<file path="src/rtl/vrt_pkg.sv">
package vrt_pkg;

  typedef enum logic {
    ST_IDLE = 1'b0,
    ST_RUN  = 1'b1
  } vrt_state_e;

endpackage

</file>
<file path="src/rtl/vrt_ctrl.sv">
module vrt_ctrl
  import vrt_pkg::*;
(
  input  logic clk_i,
  input  logic rst_ni,
  input  logic start_i,
  input  logic tick_i,
  input  logic last_i,
  output logic run_o,
  output logic adv_o
);

  vrt_state_e state_q, state_d;

  // next-state process
  always_comb begin
    state_d = state_q;
    unique case (state_q)
      ST_IDLE: if (start_i) state_d = ST_RUN;
      ST_RUN:  if (tick_i && last_i) state_d = ST_IDLE;
      default: state_d = ST_IDLE;
    endcase
  end

  // state register
  always_ff @(posedge clk_i or negedge rst_ni) begin
    if (!rst_ni) state_q <= ST_IDLE;
    else         state_q <= state_d;
  end

  assign run_o = (state_q == ST_RUN);
  // counter only moves on a tick while the sequence runs
  assign adv_o = run_o && tick_i;

endmodule

</file>
<file path="src/rtl/vrt_line_cnt.sv">
module vrt_line_cnt #(
  parameter int unsigned LINES = 45,
  localparam int unsigned CNT_W = $clog2(LINES)
) (
  input  logic             clk_i,
  input  logic             rst_ni,
  input  logic             adv_i,
  output logic [CNT_W-1:0] cnt_o,
  output logic             last_o
);

  localparam logic [CNT_W-1:0] LAST_VAL = CNT_W'(LINES - 1);

  logic [CNT_W-1:0] cnt_q, cnt_d;
  logic             cnt_en;

  assign last_o = (cnt_q == LAST_VAL);
  assign cnt_en = adv_i;

  always_comb begin
    cnt_d = cnt_q;
    if (cnt_en) begin
      if (last_o) cnt_d = '0;
      else        cnt_d = cnt_q + CNT_W'(1);
    end
  end

  always_ff @(posedge clk_i or negedge rst_ni) begin
    if (!rst_ni)     cnt_q <= '0;
    else if (cnt_en) cnt_q <= cnt_d;
  end

  assign cnt_o = cnt_q;

endmodule

</file>
<file path="src/rtl/vrt_sync_dec.sv">
module vrt_sync_dec #(
  parameter int unsigned CNT_W       = 6,
  parameter int unsigned FRONT_LINES = 10,
  parameter int unsigned SYNC_LINES  = 2,
  parameter bit          ACTIVE_LOW  = 1'b1
) (
  input  logic             run_i,
  input  logic [CNT_W-1:0] cnt_i,
  output logic             sync_o
);

  localparam int unsigned SYNC_END = FRONT_LINES + SYNC_LINES;

  logic in_win;

  assign in_win = run_i
               && (cnt_i >= CNT_W'(FRONT_LINES))
               && (cnt_i <  CNT_W'(SYNC_END));

  generate
    if (ACTIVE_LOW) begin : g_low
      assign sync_o = ~in_win;
    end else begin : g_high
      assign sync_o = in_win;
    end
  endgenerate

endmodule

</file>
<file path="src/rtl/vrt_retrace_gen.sv">
module vrt_retrace_gen #(
  parameter int unsigned LINES           = 45,
  parameter int unsigned FRONT_LINES     = 10,
  parameter int unsigned SYNC_LINES      = 2,
  parameter bit          SYNC_ACTIVE_LOW = 1'b1,
  parameter int unsigned DATA_W          = 8
) (
  input  logic              clk_i,
  input  logic              rst_ni,
  input  logic              line_tick_i,
  input  logic              start_wr_i,
  output logic [DATA_W-1:0] rd_data_o,
  output logic              vsync_o
);

  localparam int unsigned CNT_W = $clog2(LINES);

  // asynchronous assert, synchronous release
  logic [1:0] rst_sync_q;
  logic       rst_n_int;

  always_ff @(posedge clk_i or negedge rst_ni) begin
    if (!rst_ni) rst_sync_q <= 2'b00;
    else         rst_sync_q <= {rst_sync_q[0], 1'b1};
  end
  assign rst_n_int = rst_sync_q[1];

  logic             run, adv, last;
  logic [CNT_W-1:0] cnt;

  vrt_ctrl u_ctrl (
    .clk_i   (clk_i),
    .rst_ni  (rst_n_int),
    .start_i (start_wr_i),
    .tick_i  (line_tick_i),
    .last_i  (last),
    .run_o   (run),
    .adv_o   (adv)
  );

  vrt_line_cnt #(.LINES(LINES)) u_cnt (
    .clk_i  (clk_i),
    .rst_ni (rst_n_int),
    .adv_i  (adv),
    .cnt_o  (cnt),
    .last_o (last)
  );

  vrt_sync_dec #(
    .CNT_W       (CNT_W),
    .FRONT_LINES (FRONT_LINES),
    .SYNC_LINES  (SYNC_LINES),
    .ACTIVE_LOW  (SYNC_ACTIVE_LOW)
  ) u_sync (
    .run_i  (run),
    .cnt_i  (cnt),
    .sync_o (vsync_o)
  );

  always_comb begin
    rd_data_o             = '0;
    rd_data_o[CNT_W-1:0]  = cnt;
    rd_data_o[DATA_W-1]   = run;
  end

endmodule

</file>
<file path="config.mk">
export PLATFORM = sky130hd
export DESIGN_NAME = vrt_retrace_gen
export DESIGN_NICKNAME = d
export VERILOG_FILES = /design/src/rtl/vrt_pkg.sv /design/src/rtl/vrt_ctrl.sv /design/src/rtl/vrt_line_cnt.sv /design/src/rtl/vrt_sync_dec.sv /design/src/rtl/vrt_retrace_gen.sv
export SDC_FILE = /design/constraint.sdc
export NUM_CORES = 1
export LEC_CHECK = 0
export ABC_AREA = 1
export BUFFER_PORTS_ARGS = -buffer_cell sky130_fd_sc_hd__buf_2
export CAP_MARGIN = 20
export CORE_UTILIZATION = 37
export DETAILED_ROUTE_END_ITERATION = 7
export GPL_ROUTABILITY_DRIVEN = 0
export SLEW_MARGIN = 10
export SYNTH_ARGS = -nofsm -noshare
export SYNTH_HDL_FRONTEND = slang
export SYNTH_SLANG_ARGS = --single-unit
export TNS_END_PERCENT = 20
</file>
<file path="constraint.sdc">
create_clock -name clk_i -period 0.95 [get_ports clk_i]
set_clock_uncertainty 0.05 [all_clocks]
set_input_delay 0.095 -clock clk_i [delete_from_list [all_inputs] [get_ports clk_i]]
set_output_delay 0.095 -clock clk_i [all_outputs]
set_load 0.01 [all_outputs]
</file>
==> results of run 1 <==
==> layout make-up <==
type                       count  area (um2)  area share [%]
multi-input combinational     41         269            33.6
sequential                     9         228            28.5
timing repair buffer          26         221            27.7
inverter                       9        36.3            4.54
clock buffer                   4        26.3            3.29
tap                           15        18.8            2.35
==> worst min-delay path by stage <==
stage	end	depth (start not counted)	slack (ns)	startpoint
2_1_floorplan	rst_sync_q[0]	0	-0.25	rst_ni
3_3_place_gp	rst_sync_q[1]	1	-0.17	rst_ni
3_5_place_dp	rst_sync_q[0]	1	-0.17	rst_ni
4_1_cts	u_cnt.cnt_o[3]	0	0.07	rst_sync_q[1]
5_1_grt	u_cnt.cnt_o[3]	0	0.1	rst_sync_q[1]
6_report	u_cnt.cnt_o[3]	0	0.07	rst_sync_q[1]
==> per-layer routing <==
metal | vias up | share of wire (%) | global-route usage (%)
li1 | 243 | - | -
met1 | 213 | 47 | 20.5
met2 | 7 | 49 | 26.2
met3 | 2 | 2.8 | 1.70
met4 | 0 | 1.1 | 15.5
met5 | - | 0 | 0
==> flip-flops by register name (all words and copies together) (netlist names) <==
signal,count
rst_sync_q,2
u_cnt.cnt_o,6
u_ctrl.run_o,1
==> power breakdown <==
group | total (uW) | switching (uW) | internal [uW]
sequential | 658 | 153 | 505
clock | 292 | 130 | 162
combinational | 1120 | 508 | 608
==> cells by family (layout without fill, tap and decap cells) <==
family                   Yosys count  in the layout  share of synthesized area [%]
flip-flops                         9              9                           43.5
AND/OR/NAND/NOR                   29             29                           29.7
XOR/XNOR                           1              1                           1.69
adder cells (fa/ha/maj)            3              3                           7.25
buffers and inverters             11             39                           9.42
other                              2              2                           1.45
AO/OA/AOI/OAI                      6              6                           7.00
==> synthesized netlist by cell type <==
cell | instances | share of area, %
conb_1 | 2 | 1.4
inv_1 | 6 | 4.3
nand3_1 | 5 | 4.8
nor2_2 | 2 | 2.4
a21oi_1 | 3 | 2.9
nor2_1 | 7 | 5.1
inv_2 | 3 | 2.2
o211ai_1 | 1 | 1.4
nand2_1 | 10 | 7.2
dfrtp_1 | 9 | 43
nand3_4 | 1 | 3.4
buf_4 | 2 | 2.9
xor2_1 | 1 | 1.7
nor2_4 | 2 | 4.3
nand2_2 | 2 | 2.4
o21ai_0 | 1 | 0.97
ha_1 | 3 | 7.2
o21ai_2 | 1 | 1.7
==> repair_timing <==
action,CTS,global route
hold buffers,2,0
hold endpoints to repair,3,0
resized for setup,13,3
buffers inserted,4,0
pin swaps,3,1
setup endpoints to repair,15,15
==> stage by stage <==
step | util (%) | hold slack [ns]
finish | 61.4 | 0.0653
global route | 61.4 | 0.0954
CTS | 60.9 | 0.0713
detailed placement | 50.6 | -0.169
global placement | 50.6 | -0.170
floorplan | - | -0.251
==> out/results.ini, run 1 <==
[placement]
dp_hpwl_um = 747
place_ws_ns = -0.197
io_buffers = 11
dp.cells = 94
dpl_cell_area_um2 = 658

[critical_path]
critPathMaxStageDelay_ns = 0.41
crit_path_cell_trace = buf_4 > o211ai_1 > buf_2
endpoint_kind = output port
rrSetupSlack_ns = -0.31
worstSetupStartpoint = u_cnt.cnt_o[1]
cp_num_cells = 3
worst_setup_path_start_kind = register
crit_path_max_fanout = 3
reg2regPathDepth = 8
cp.buffers_inverters = 2
cpLargestDelayFamily = flip-flops
path_class = reg -> out
critical_path.endpoint = vsync_o
r2r-end = u_cnt.cnt_o[5]
slowest_stage = dfrtp_2
cp.required_ns = 0.81
worstReg2RegStart = u_cnt.cnt_o[1]
worstPathArrival_ns = 1.13

[global_route]
grt_pass1_vias = 392
grt.total_usage_pct = 17.0
antenna_found_initial = 0
grt_first_pass_wirelength_um = 1640
grt-ovfl-total = 0
grt_max_degree = 8

[floorplan]
die_w_um = 39.4
rows = 13
die_area_um2 = 1550
core-area_um2 = 1300
die_y_um = 39.4
ioPinCount = 13
start_util_pct = 39.8

[detailed_routing]
drt-wirelength-per-cell_um = 10.1
drtIter0Drc = 2
drcViolationCount = 0
avgViaCountPerCell = 4.47
dr.pass1.iters = 3
antenna_left = 0
drt-total-wl_um = 1050
routed-via-count = 465

[layout]
finalNetCount = 97
diodes = 0
finalInstanceArea_um2 = 800
final_layout_size_suffix_gt1_share_pct = 52.8
final_cell_mix = buf_4, buf_6, nand2_1, nor2_1, dfrtp_1
layout_commonest_cell = buf_4
area_growth_pct = 54.3
final.fill_count = 119
stdcell_count = 104

[timing]
fmax_mhz = 781
setup_slack_ns = -0.330
final_max_slew_viol_count = 0
fin_crit_ns = 1.28
period_share_pct = 135
final_hold_viol_count = 0
rsz0062_at_grt = yes
setup_violations = 15
finalSetupTns_ns = -3.14

[synthesis]
yosysSeqAreaShare_pct = 43.5
avgSynthCellArea_um2 = 8.49
yosys_warnings = 0
synth_seq_cells = 9
syn_inst = 61
syn_area_um2 = 518
synth_fp_nets = 68
ys_types = 18

[pwr]
ir_drop_uv = 1400
p_leak_uw = 0.000396
p_total_uw = 2070
power_density_nw_per_um2 = 2580

[clocking]
numCtsBuffers = 3
clock_path_buffers = 2
cts_tree = yes
clock_latency_ns = 0.26
cts_sinks = 9
cts-root-buf = clkbuf_4
clk_pin_slew_ns = 0.06
htreeDepth = 1

[outcome]
status = complete, but fails checks
violations = setup timing

[job]
maxCapViolations = 0

[hold_path]
min_path_type = reg -> async

No activity file was read; power rests on OpenSTA's default activity.
==> run 2: changes to the inputs <==
CELL_PAD_IN_SITES_DETAIL_PLACEMENT = 0   (was not set)
CELL_PAD_IN_SITES_GLOBAL_PLACEMENT = 1   (was not set)
CORE_UTILIZATION = 35   (was 37)
PLACE_DENSITY_LB_ADDON = 0.1   (was not set)
==> run 2 against run 1 <==
The flow still finishes with violations (setup timing). Sequential share of layout area up 0.57 points. Cell count down 1.9%. Die area up 5.4%. Clock power up 2%. Non-clock buffer count down 2. Sequential power up 3%.
==> out/results.ini, run 2 (synthesis results as in run 1) <==
[hold_path]
min_path_type = reg -> async

[timing]
setup_violations = 15  ; unchanged
period_share_pct = 140  ; +5.6 points
fmax_mhz = 750  ; -4.0%
finalSetupTns_ns = -3.15  ; -0.0131 ns
fin_crit_ns = 1.33  ; +0.0533 ns
rsz0062_at_grt = yes
final_hold_viol_count = 0  ; unchanged
final_max_slew_viol_count = 0  ; unchanged
setup_slack_ns = -0.383  ; -0.0533 ns

[global_route]
grt-ovfl-total = 0  ; unchanged
grt_pass1_vias = 399  ; +1.8%
grt.total_usage_pct = 16.8  ; -0.25 points
grt_first_pass_wirelength_um = 1750  ; +6.3%
antenna_found_initial = 0  ; unchanged
grt_max_degree = 8  ; unchanged

[critical_path]
endpoint_kind = output port
cp.required_ns = 0.81  ; about the same
worstSetupStartpoint = u_cnt.cnt_o[1]
worstPathArrival_ns = 1.19  ; +0.06 ns
worstReg2RegStart = u_cnt.cnt_o[1]
path_class = reg -> out
crit_path_max_fanout = 4  ; +1
reg2regPathDepth = 8  ; unchanged
worst_setup_path_start_kind = register

[layout]
final_cell_mix = buf_6, nand2_1, nor2_1, buf_4, dfrtp_1
area_growth_pct = 52.2
final_layout_size_suffix_gt1_share_pct = 52.9  ; +0.065 points
layout_commonest_cell = buf_6
largest_register_ffs = 6  ; unchanged
diodes = 0  ; unchanged
finalNetCount = 95  ; -2.1%

[floorplan]
start_util_pct = 38.8  ; -0.97 points
ioPinCount = 13  ; unchanged
die_y_um = 40.5  ; +2.7%
core-area_um2 = 1330  ; +2.5%
die_w_um = 40.5  ; +2.7%
die_area_um2 = 1640  ; +5.4%
rows = 13  ; unchanged

[clocking]
cts-root-buf = clkbuf_4
cts_sinks = 9  ; unchanged
htreeDepth = 1  ; unchanged
clock_path_buffers = 2  ; unchanged
clock_latency_ns = 0.26  ; about the same
cts_tree = yes
numCtsBuffers = 3  ; unchanged
clk_pin_slew_ns = 0.07  ; about the same

[detailed_routing]
dr.pass1.iters = 4  ; +1
antenna_left = 0  ; unchanged
drt-wirelength-per-cell_um = 10.6  ; +4.8%
drt-total-wl_um = 1080  ; +2.8%
routed-via-count = 451  ; -3.0%
avgViaCountPerCell = 4.42  ; -1.1%
drtIter0Drc = 3  ; +1
drcViolationCount = 0  ; unchanged

[pwr]
ir_drop_uv = 1130  ; -19%
p_leak_uw = 0.000387  ; -2.2%
power_density_nw_per_um2 = 2590  ; +0.42%

[outcome]
status = complete, but fails checks
violations = setup timing

[placement]
place_ws_ns = -0.215  ; -0.0179 ns
dp_hpwl_um = 764  ; +2.3%
io_buffers = 11  ; unchanged

[job]
maxCapViolations = 0  ; unchanged

[run 2: cell types whose count changed in the layout (fill, tap and decap cells not counted)]
cell,change
nor2_4,-1
buf_4,-4
dfrtp_1,-1
buf_6,+2
dfrtp_2,+1
nor2_2,+1
[run 2: through the flow]
step	power (uW)	cells	util (%)	hold WS, ns	cell area (um2)
2_1_floorplan	1120	61	-	-0.251	532
3_3_place_gp	1480	92	48.2	-0.170	643
3_5_place_dp	1460	92	48.2	-0.168	643
4_1_cts	2040	102	58.8	0.0864	785
5_1_grt	2210	102	59.1	0.106	788
6_report	2050	102	59.1	0.0616	788
[run 2: final cells by class]
cell class | instances | area (um2)
multi-input cells | 41 | 264
fillers | 119 | 546
repair buffers | 24 | 214
flip-flops and latches | 9 | 229
clock buffers | 4 | 26.3
inverters | 9 | 36.3
well taps | 15 | 18.8
[run 2: final timing paths]
check,to,slack [ns]
max reg2reg,u_cnt.cnt_o[3],-0.33
min,u_cnt.cnt_o[5],0.06
max,vsync_o,-0.38
min reg2reg,u_cnt.cnt_o[5],0.06
min in group clk_i,u_cnt.cnt_o[2],0.17
max in group asynchronous,u_cnt.cnt_o[2],0.52
[run 2: layer usage]
| layer | global-route usage, % | wire (um) | up-vias |
|---|---|---|---|
| met5 | 0 | 0 | - |
| met4 | 7.50 | 12 | 0 |
| met3 | 3.33 | 32 | 2 |
| met2 | 27.8 | 519 | 8 |
| met1 | 20.7 | 515 | 205 |
| li1 | - | - | 236 |
[run 2: report_power, final]
| group | internal, uW | switching (uW) | leakage [uW] |
|---|---|---|---|
| registers | 509 | 167 | 0.000101 |
| logic | 585 | 487 | 0.000271 |
| clock network | 161 | 136 | 0.0000150 |
| total | 1260 | 790 | 0.000387 |
[run 2: timing repair]
item                                   4_1_cts  5_1_grt
pin swaps                                    2        0
setup buffers                                4        0
resized for setup                           15        3
hold buffers                                 2        0
setup endpoints to repair                   15       15
endpoints found under the hold margin        3        0
[run 2: worst max-delay path: stages (launching register included)]
cell,delay (ns)
dfrtp_2,0.43
ha_2,0.19
o211ai_1,0.15
buf_2,0.16
